$ cat src/rtl/scd_pkg.sv
package scd_pkg;
  // index width for a count range of n values, never below one bit
  function automatic int unsigned idx_bits(input int unsigned n);
    return (n < 2) ? 1 : $clog2(n);
  endfunction
endpackage

$ cat src/rtl/scd_col_counter.sv
module scd_col_counter #(
  parameter int CHAIN_LEN = 8,
  parameter int CW        = 3
) (
  input  logic          clk,
  input  logic          rst,
  input  logic          step,
  output logic [CW-1:0] col,
  output logic          last
);
  localparam logic [CW-1:0] LAST_COL = CW'(CHAIN_LEN - 1);

  assign last = (col == LAST_COL);

  always_ff @(posedge clk) begin
    if (rst)       col <= '0;
    else if (step) col <= last ? '0 : col + 1'b1;
  end
endmodule

$ cat src/rtl/scd_lane.sv
module scd_lane #(
  parameter int CW = 3,
  parameter int BW = 4
) (
  input  logic          clk,
  input  logic          rst,
  input  logic          fire,
  input  logic          bit_in,
  input  logic [CW-1:0] col,
  input  logic [BW-1:0] bnd,
  input  logic [BW-1:0] len,
  output logic          data_q,
  output logic          en_q
);
  logic [BW-1:0] col_x;
  logic          live;
  logic          flip;

  assign col_x = BW'(col);
  assign live  = (col_x < len);
  assign flip  = (col_x >= bnd);

  always_ff @(posedge clk) begin
    if (rst) begin
      data_q <= 1'b0;
      en_q   <= 1'b0;
    end else if (fire) begin
      data_q <= live & (bit_in ^ flip);
      en_q   <= live;
    end else begin
      data_q <= 1'b0;
      en_q   <= 1'b0;
    end
  end
endmodule

$ cat src/rtl/scan_col_distributor.sv
module scan_col_distributor #(
  parameter int NCHAIN    = 4,
  parameter int CHAIN_LEN = 8,
  localparam int BW       = scd_pkg::idx_bits(CHAIN_LEN + 1)
) (
  input  logic                 clk,
  input  logic                 rst,
  input  logic [NCHAIN-1:0]    in_word,
  input  logic                 in_valid,
  output logic                 in_ready,
  input  logic [NCHAIN*BW-1:0] chain_bnd,
  input  logic [NCHAIN*BW-1:0] chain_len,
  output logic [NCHAIN-1:0]    scan_out,
  output logic [NCHAIN-1:0]    chain_en,
  output logic                 shift_en,
  output logic                 vec_done
);
  localparam int CW = scd_pkg::idx_bits(CHAIN_LEN);

  logic          fire;
  logic [CW-1:0] col;
  logic          last;

  assign fire = in_valid & in_ready;

  always_ff @(posedge clk) begin
    if (rst) begin
      in_ready <= 1'b0;
      shift_en <= 1'b0;
      vec_done <= 1'b0;
    end else begin
      in_ready <= 1'b1;
      shift_en <= fire;
      vec_done <= fire & last;
    end
  end

  scd_col_counter #(.CHAIN_LEN(CHAIN_LEN), .CW(CW)) cnt_i (
    .clk (clk),
    .rst (rst),
    .step(fire),
    .col (col),
    .last(last)
  );

  for (genvar g = 0; g < NCHAIN; g++) begin : g_lane
    scd_lane #(.CW(CW), .BW(BW)) lane_i (
      .clk   (clk),
      .rst   (rst),
      .fire  (fire),
      .bit_in(in_word[g]),
      .col   (col),
      .bnd   (chain_bnd[g*BW +: BW]),
      .len   (chain_len[g*BW +: BW]),
      .data_q(scan_out[g]),
      .en_q  (chain_en[g])
    );
  end
endmodule

$ cat config.mk
export PLATFORM = sky130hd
export DESIGN_NAME = scan_col_distributor
export DESIGN_NICKNAME = d
export VERILOG_FILES = /design/src/rtl/scd_pkg.sv /design/src/rtl/scd_col_counter.sv /design/src/rtl/scd_lane.sv /design/src/rtl/scan_col_distributor.sv
export SDC_FILE = /design/constraint.sdc
export NUM_CORES = 1
export LEC_CHECK = 0
export CAP_MARGIN = 40
export CORE_MARGIN = 1.5
export CORE_UTILIZATION = 35
export CTS_BUF_LIST = sky130_fd_sc_hd__clkbuf_8 sky130_fd_sc_hd__clkbuf_16
export CTS_CLUSTER_DIAMETER = 150
export CTS_CLUSTER_SIZE = 14
export DETAILED_ROUTE_END_ITERATION = 10
export PLACE_DENSITY = 0.72
export SETUP_SLACK_MARGIN = 0.1
export SLEW_MARGIN = 10
export SYNTH_ARGS = -nofsm -noshare
export SYNTH_HDL_FRONTEND = slang
export SYNTH_SLANG_ARGS = --single-unit
$ cat constraint.sdc
create_clock -name clk -period 1.4 [get_ports clk]
set_input_delay 0.14 -clock clk [delete_from_list [all_inputs] [get_ports clk]]
set_output_delay 0.14 -clock clk [all_outputs]
set_load 0.05 [all_outputs]
# After elaboration in Yosys (flattened, before gate mapping)

Cells that the tools add are included.

Bits in latches: 0
Input bits: 39
Output and inout port bits: 11
RAM bits: 0
Bits in registers: 14
Memories kept: 0
Word-level logic and storage cells: 36
Memory bits (read-only): 0

Multiply operators: 0
Multiplexer cells: 2
Reduce and logical (&&, ||, !) cells: 1
Add/subtract/negate cells: 1
Bitwise logic cells: 11
Shift-type cells: 0
Eq/ne operators: 1
Divide/modulo/power cells: 0
$lt $le $gt $ge: 8

Operator list:

| kind                                        | count |
|---|---|
| greater-or-equal comparator 3 x 4 -> 1 bit  | 4 |
| < comparator 3 x 4 -> 1 bit                 | 4 |
| bitwise AND 1 bit                           | 6 |
| bitwise XOR 1 bit                           | 4 |
| adder 3 x 1 -> 3 bit, second input constant | 1 |
| == test 3 bit, second input constant        | 1 |
| two-way mux 3 bit                           | 1 |
| OR reduction 2 bit                          | 1 |
| two-way mux 1 bit                           | 1 |
| NOT 1 bit                                   | 1 |

# Depth between registers and ports, before layout

Gate-level depths: netlist of the first run.

Depth after elaboration: 3
Mapped depth: 6
Depth with buffers taken out: 6

# By module

A second synthesis of the first run with hierarchy kept.

Cells, all modules: 123
Area total of the unflattened synthesis: 1,167.4 um^2

By module, submodules not included:

| module               | area each (um^2) | times used | cells each |
|---|---|---|---|
| scd_lane             | 235.2            | 4          | 26 |
| scd_col_counter      | 136.4            | 1          | 12 |
| scan_col_distributor | 90.1             | 1          | 7 |

# Worst setup path after synthesis of the first run

Ideal clock, no wire load.

Kind: register -> register
Start: register cnt_i.col[2]
End: register g_lane[0].lane_i.data_q
Cell stages (with the launch flop): 6
Library setup time: 0.103 ns
Path slack: 0.014 ns
Required time: 1.297 ns
Path buffers: 0
Data arrival time: 1.282 ns
Period minus slack after synthesis: 1.386 ns
Path through: dfxtp_1 > ha_1 > a21oi_1 > o21ai_2 > mux2i_1 > a2111oi_2

Word-level cells in the longest chain between the ends: 3

Ends and longest elaborated chain:

| element                                    | RTL line              | source |
|---|---|---|
| start, declared                            | scd_col_counter.sv:8  | `output logic [CW-1:0] col,` |
| start signal, assigned                     | scd_col_counter.sv:17 | `else if (step) col <= last ? '0 : col + 1'b1;` |
| greater-or-equal comparator 3 x 4 -> 1 bit | scd_lane.sv:21        | `assign flip = (col_x >= bnd);` |
| bitwise XOR 1 bit                          | scd_lane.sv:28        | `data_q <= live & (bit_in ^ flip);` |
| bitwise AND 1 bit (*)                      | scd_lane.sv:28        |  |
| end signal, assigned                       | scd_lane.sv:28        |  |
| end, declared                              | scd_lane.sv:12        | `output logic data_q,` |

Every way passes the cells marked *; elsewhere a longest branch is shown, timed or not.
A chain may end at the register's enable or synchronous reset.

# Worst setup path in the final report of the first run

Start: input port chain_bnd[6]
End: register g_lane[1].lane_i.data_q

Word-level cells in the longest chain between the ends: 3

Ends and longest elaborated chain:

| element                                    | RTL line                   | source |
|---|---|---|
| start, declared                            | scan_col_distributor.sv:11 | `input logic [NCHAIN*BW-1:0] chain_bnd,` |
| greater-or-equal comparator 3 x 4 -> 1 bit | scd_lane.sv:21             |  |
| bitwise XOR 1 bit                          | scd_lane.sv:28             |  |
| bitwise AND 1 bit                          | scd_lane.sv:28             |  |
| end signal, assigned                       | scd_lane.sv:28             |  |
| end, declared                              | scd_lane.sv:12             |  |

No other way between the ends.

==> impl_metrics.toml, run 1 <==
[clock_tree]
h-tree-depth = 1
cts_buffers = 3
cts_sinks = 14
cts_max_path_buffers = 2
ctsHoldBuffers = 0
clkLatencyLatePin_ns = 0.25
cts_root_buf = "clkbuf_8"
tritoncts = "done"
clk_pin_slew_ns = 0.06

[detailed_routing]
drt-vias-per-instance = 4.76
drt_iter0_drc = 6
routed_wl_um = 2940
drcViolationCount = 0
drtPass1Iterations = 2
ant_nets = 0
num_vias = 1061
wl_per_cell_um = 13.2

[floorplanning]
start_util_pct = 37.0
die_y_um = 59.8
die_area_um2 = 3570
rows = 20
coreArea_um2 = 3050
die_x_um = 59.8
ioPinCount = 50

[critical_path]
crit_buf_inv = 2
critical_path.startpoint_type = "primary input"
crit_chain = "clkdlybuf4s50_1 -> inv_1 -> ha_4 -> nand2_1 -> o21ai_2 -> mux2i_1 -> a2111oi_2"
slowest_delay_ns = 0.47
path_delay_family = "buffers and inverters"
crit_type = "in -> reg"
critPathMaxFanout = 2
slowest_stage = "clkdlybuf4s50_1"
cp.required_ns = 1.54
crit_path_end_kind = "register"
crit_arrival_ns = 1.52
r2r_start = "cnt_i.col[2]$_SDFFE_PP0P_"
crit_start = "chain_bnd[6]"

[power]
p_leak_nw = 0.840
powerDensity_nw_per_um2 = 622
peakVddDrop_uv = 317

[placement]
portBuffers = 49
gp_congestion = 0.793
place_area_um2 = 1630
hpwl_um = 2090
dp_slack_ns = -0.257
dp_cells = 216

[final_layout]
n_antenna_cell = 0
final_area_um2 = 1910
layoutNonFillerInstCount = 223
drive_above_1_share_pct = 38.0
fin_nets = 241
synthToLayoutAreaGrowth_pct = 69.2
fill_cells = 286

[logic_synthesis]
netlist_area_um2 = 1130
synth_edf_count = 0
synth_ff_type = "dfxtp_1"
synth_nets = 188
ys_ff_latch = 14
yosys_warnings = 0
synth_cells = 127
avgSynthCellArea_um2 = 8.89
ys_types = 20
async_flop_share_pct = 0
synth-seq-area-share_pct = 24.8

[sta]
period_minus_slack_ns = 1.38
whs_ns = 0.447
fin_skew_ns = 0.00660
relSlewSlack_pct = 83.0
grt_setup_unrepaired = "true"
timing.fmax_ghz = 0.724
fin_ws_ns = 0.0196
worst_pin_slew_ns = 0.255
drv_slew = 0
min_period_over_period_pct = 98.6
hold_viol_final = 0
final-setup-viol-count = 0

[global_route]
top_usage_layer = "met2"
overflow = 0
use_met3_pct = 1.73
grt_usage_pct = 16.8
grt_pass1_vias = 1089
grt_max_degree = 11
grt_pass1_wl_um = 4550
met2_usage_pct = 33.4
use_met1_pct = 16.6
antenna_found_initial = 0

[job]
cap_violations = 0

[status]
status = "completed"

[worst_hold_path]
holdCritPathClass = "in -> reg"
hp-start = "rst"
timing repair:
action | CTS | global route
buffers inserted | 1 | 2
hold endpoints to repair | 0 | 0
gates resized for setup | 15 | 21
setup endpoints to repair | 7 | 7
pin swaps | 5 | 4
final timing paths:
check / endpoint / slack [ns] / cells after the start
setup / recovery: g_lane[1].lane_i.data_q$_SDFF_PP0_ / 0.02 / 7
hold / removal: in_ready$_DFF_P_ / 0.45 / 2
setup reg to reg: g_lane[3].lane_i.data_q$_SDFF_PP0_ / 0.03 / 5
hold reg to reg: cnt_i.col[2]$_SDFFE_PP0P_ / 0.54 / 2
state kept, by name, indices dropped and copies added, names as in the netlist:
| signal | count |
|---|---|
| g_lane.lane_i.data_q | 4 |
| g_lane.lane_i.en_q | 4 |
| cnt_i.col | 3 |
| in_ready | 1 |
| shift_en | 1 |
| vec_done | 1 |
cell type report:
type / count / area [um2] / share of cell area [%]
Clock buffer: 4 / 55.1 / 2.88
Sequential cell: 14 / 290 / 15.2
Inverter: 23 / 88.8 / 4.65
Multi-Input combinational cell: 82 / 882 / 46.2
Timing Repair Buffer: 56 / 538 / 28.2
Tap cell: 44 / 55.1 / 2.88
where the power goes:
group / total, W / internal [W] / switching [W]
Combinational: 0.000365 / 0.000201 / 0.000163
Sequential: 0.000420 / 0.000410 / 0.0000102
Clock: 0.000403 / 0.000249 / 0.000154
cell usage in the layout, fill, tap and decap left out, types with 6 or more instances in the layout:
master	n
clkdlybuf4s50_1	37
inv_1	20
buf_4	15
a21oi_2	11
ha_1	11
ha_4	10
dfxtp_1	10
nand2b_1	8
nand2_1	6
nor2_1	6
synthesized netlist by cell type, types with 4 or more instances:
cell type	n	area share [%]
a2111oi_2	4	5.3
nor2_1	6	2.0
a21oi_1	11	4.9
nor2b_1	4	2.2
a21oi_2	4	3.1
inv_1	22	7.3
mux2i_1	4	3.5
nand3_2	4	3.5
buf_4	8	5.3
o21ai_2	4	3.1
ha_1	22	24
dfxtp_1	14	25
nand2b_1	8	4.4
nand2_1	6	2.0
cell families (layout without fill, tap and decap cells):
kind of cell	after synthesis	after routing	synth area share, %
compound gates	23	23	16.4
fa+ha+maj	22	22	24.4
buf+inv	31	83	13.0
flops	14	14	24.8
mux	4	4	3.55
simple gates	33	33	17.8
per-layer routing:
layer	vias to the layer above	share of wire (%)
met1	499	38
met4	0	3.3
met5	-	0
li1	525	-
met2	29	55
met3	8	3.6
through the flow:
step	util (%)	total power [W]	TNS, ns
finish	62.5	0.00119	0
global route	62.5	0.00125	-0.201
CTS	58.0	0.00117	0
detailed placement	53.5	0.000758	-0.959
global placement	53.5	0.000747	-0.734
floorplan	-	0.000601	0
No activity file was read; power rests on OpenSTA's default activity.
==> inputs of run 2 (changes only) <==
--- a/config.mk
+++ b/config.mk
@@ -14,6 +14,7 @@
 export DETAILED_ROUTE_END_ITERATION = 10
 export PLACE_DENSITY = 0.72
 export SETUP_SLACK_MARGIN = 0.1
+export SKIP_LAST_GASP = 1
 export SLEW_MARGIN = 10
 export SYNTH_ARGS = -nofsm -noshare
 export SYNTH_HDL_FRONTEND = slang
==> impl_metrics.toml, run 2 (synthesis results as in run 1) <==
[critical_path]
critPathMaxFanout = 2
crit_chain = "clkdlybuf4s50_1 -> inv_1 -> ha_4 -> nand2_1 -> o21ai_2 -> mux2i_1 -> a2111oi_2"
cp.required_ns = 1.54
r2r_start = "cnt_i.col[2]$_SDFFE_PP0P_"
slowest_delay_ns = 0.47
slowest_stage = "clkdlybuf4s50_1"
crit_path_end_kind = "register"
critical_path.startpoint_type = "primary input"
crit_arrival_ns = 1.52
crit_type = "in -> reg"
path_delay_family = "buffers and inverters"
reg2reg_setup_slack_ns = 0.03
worst_r2r_path_depth = 5
crit_buf_inv = 2
r2r_end = "g_lane[2].lane_i.data_q$_SDFF_PP0_"

[sta]
period_minus_slack_ns = 1.38
hold_viol_final = 0
final-setup-viol-count = 0
worst_pin_slew_ns = 0.255
fin_ws_ns = 0.0195
grt_setup_unrepaired = "true"
drv_slew = 0
fin_skew_ns = 0.00674
timing.fmax_ghz = 0.724
min_period_over_period_pct = 98.6
relSlewSlack_pct = 83.0

[final_layout]
final_common_cell = "clkdlybuf4s50_1"
final_util_pct = 62.1
n_antenna_cell = 0
fill_cells = 285
reg_top3 = "g_lane.lane_i.data_q: 4 flops, g_lane.lane_i.en_q: 4 flops, cnt_i.col: 3 flops"
synthToLayoutAreaGrowth_pct = 68.1
final_cell_mix = "37 x clkdlybuf4s50_1, 20 x inv_1, 15 x buf_4"
drive_above_1_share_pct = 37.4
fin_nets = 241

[placement]
hpwl_um = 2090
dp_slack_ns = -0.257
gp_congestion = 0.793
portBuffers = 49

[worst_hold_path]
worstHoldPathCells = 2
min_to = "in_ready$_DFF_P_"
hp-start = "rst"
holdCritPathClass = "in -> reg"

[detailed_routing]
drt-vias-per-instance = 4.76
ant_nets = 0
drcViolationCount = 0
num_vias = 1062
routed_wl_um = 2920
drtPass1Iterations = 2
drt_iter0_drc = 6
wl_per_cell_um = 13.1

[power]
p_total_w = 0.00118
peakVddDrop_uv = 317
powerDensity_nw_per_um2 = 624
p_leak_nw = 0.841

[floorplanning]
rows = 20
die_x_um = 59.8
ioPinCount = 50
start_util_pct = 37.0
coreArea_um2 = 3050
die_area_um2 = 3570
die_y_um = 59.8

[global_route]
antenna_found_initial = 0
overflow = 0
grt_usage_pct = 16.8
grt_pass1_vias = 1089
grt_max_degree = 11
grt_pass1_wl_um = 4550

[clock_tree]
cts_buffers = 3
clk_pin_slew_ns = 0.06
clkLatencyLatePin_ns = 0.25
cts_root_buf = "clkbuf_8"
tritoncts = "done"
h-tree-depth = 1
cts_max_path_buffers = 2
cts_sinks = 14
ctsHoldBuffers = 0

[status]
status = "completed"

[job]
cap_violations = 0
==> run 2: cell count changes in the layout (fill, tap and decap cells not counted) <==
cell	previous run	this run
ha_4	10	9
ha_1	11	12
==> run 2: worst max path at each step <==
stage / start / end / depth (start not counted)
CTS: chain_bnd[6] / g_lane[1].lane_i.data_q$_SDFF_PP0_ / 7
floorplan: cnt_i.col[2]$_SDFFE_PP0P_ / g_lane[0].lane_i.data_q$_SDFF_PP0_ / 5
global route: cnt_i.col[2]$_SDFFE_PP0P_ / g_lane[0].lane_i.data_q$_SDFF_PP0_ / 5
finish: chain_bnd[6] / g_lane[1].lane_i.data_q$_SDFF_PP0_ / 7
global placement: chain_len[6] / g_lane[1].lane_i.data_q$_SDFF_PP0_ / 6
detailed placement: chain_bnd[6] / g_lane[1].lane_i.data_q$_SDFF_PP0_ / 7
==> run 2: layout make-up <==
cell class	instances	area [um2]	share of cell area (%)
multi-input combinational	82	870	45.8
clock buffer	4	55.1	2.90
inverter	23	88.8	4.68
tap	44	55.1	2.90
sequential	14	290	15.3
timing repair buffer	56	538	28.4
==> run 2: per-stage QoR <==
step | std cells | hold slack (ns) | instance area, um2 | setup TNS, ns
floorplan | 127 | 0.202 | 1130 | 0
global placement | 216 | 0.512 | 1630 | -0.734
detailed placement | 216 | 0.529 | 1630 | -0.959
CTS | 221 | 0.450 | 1770 | 0
global route | 223 | 0.475 | 1900 | -0.165
finish | 223 | 0.447 | 1900 | 0
==> run 2: timing repair <==
| item | CTS | global route |
|---|---|---|
| gates resized for setup | 15 | 20 |
| pin swaps | 5 | 4 |
| setup endpoints to repair | 7 | 7 |
| setup buffers | 1 | 2 |
==> run 2: metal layers <==
metal / vias to the layer above / track usage, % / routed length (um)
li1: 526 / - / -
met5: - / 0 / 0
met3: 8 / 1.73 / 105
met2: 29 / 33.4 / 1600
met1: 499 / 16.6 / 1110
met4: 0 / 9.21 / 97
==> run 2: where the power goes <==
group	switching (W)	total [W]	internal, W
sequential	0.0000102	0.000420	0.000410
combinational	0.000162	0.000362	0.000200
clock	0.000153	0.000402	0.000249
==> inputs of run 3 (changes only) <==
--- a/config.mk
+++ b/config.mk
@@ -5,7 +5,7 @@
 export SDC_FILE = /design/constraint.sdc
 export NUM_CORES = 1
 export LEC_CHECK = 0
-export CAP_MARGIN = 40
+export CAP_MARGIN = 20
 export CORE_MARGIN = 1.5
 export CORE_UTILIZATION = 35
 export CTS_BUF_LIST = sky130_fd_sc_hd__clkbuf_8 sky130_fd_sc_hd__clkbuf_16
==> results of run 3 <==
The final DEF is identical to that of run 2; final timing and power are the same.
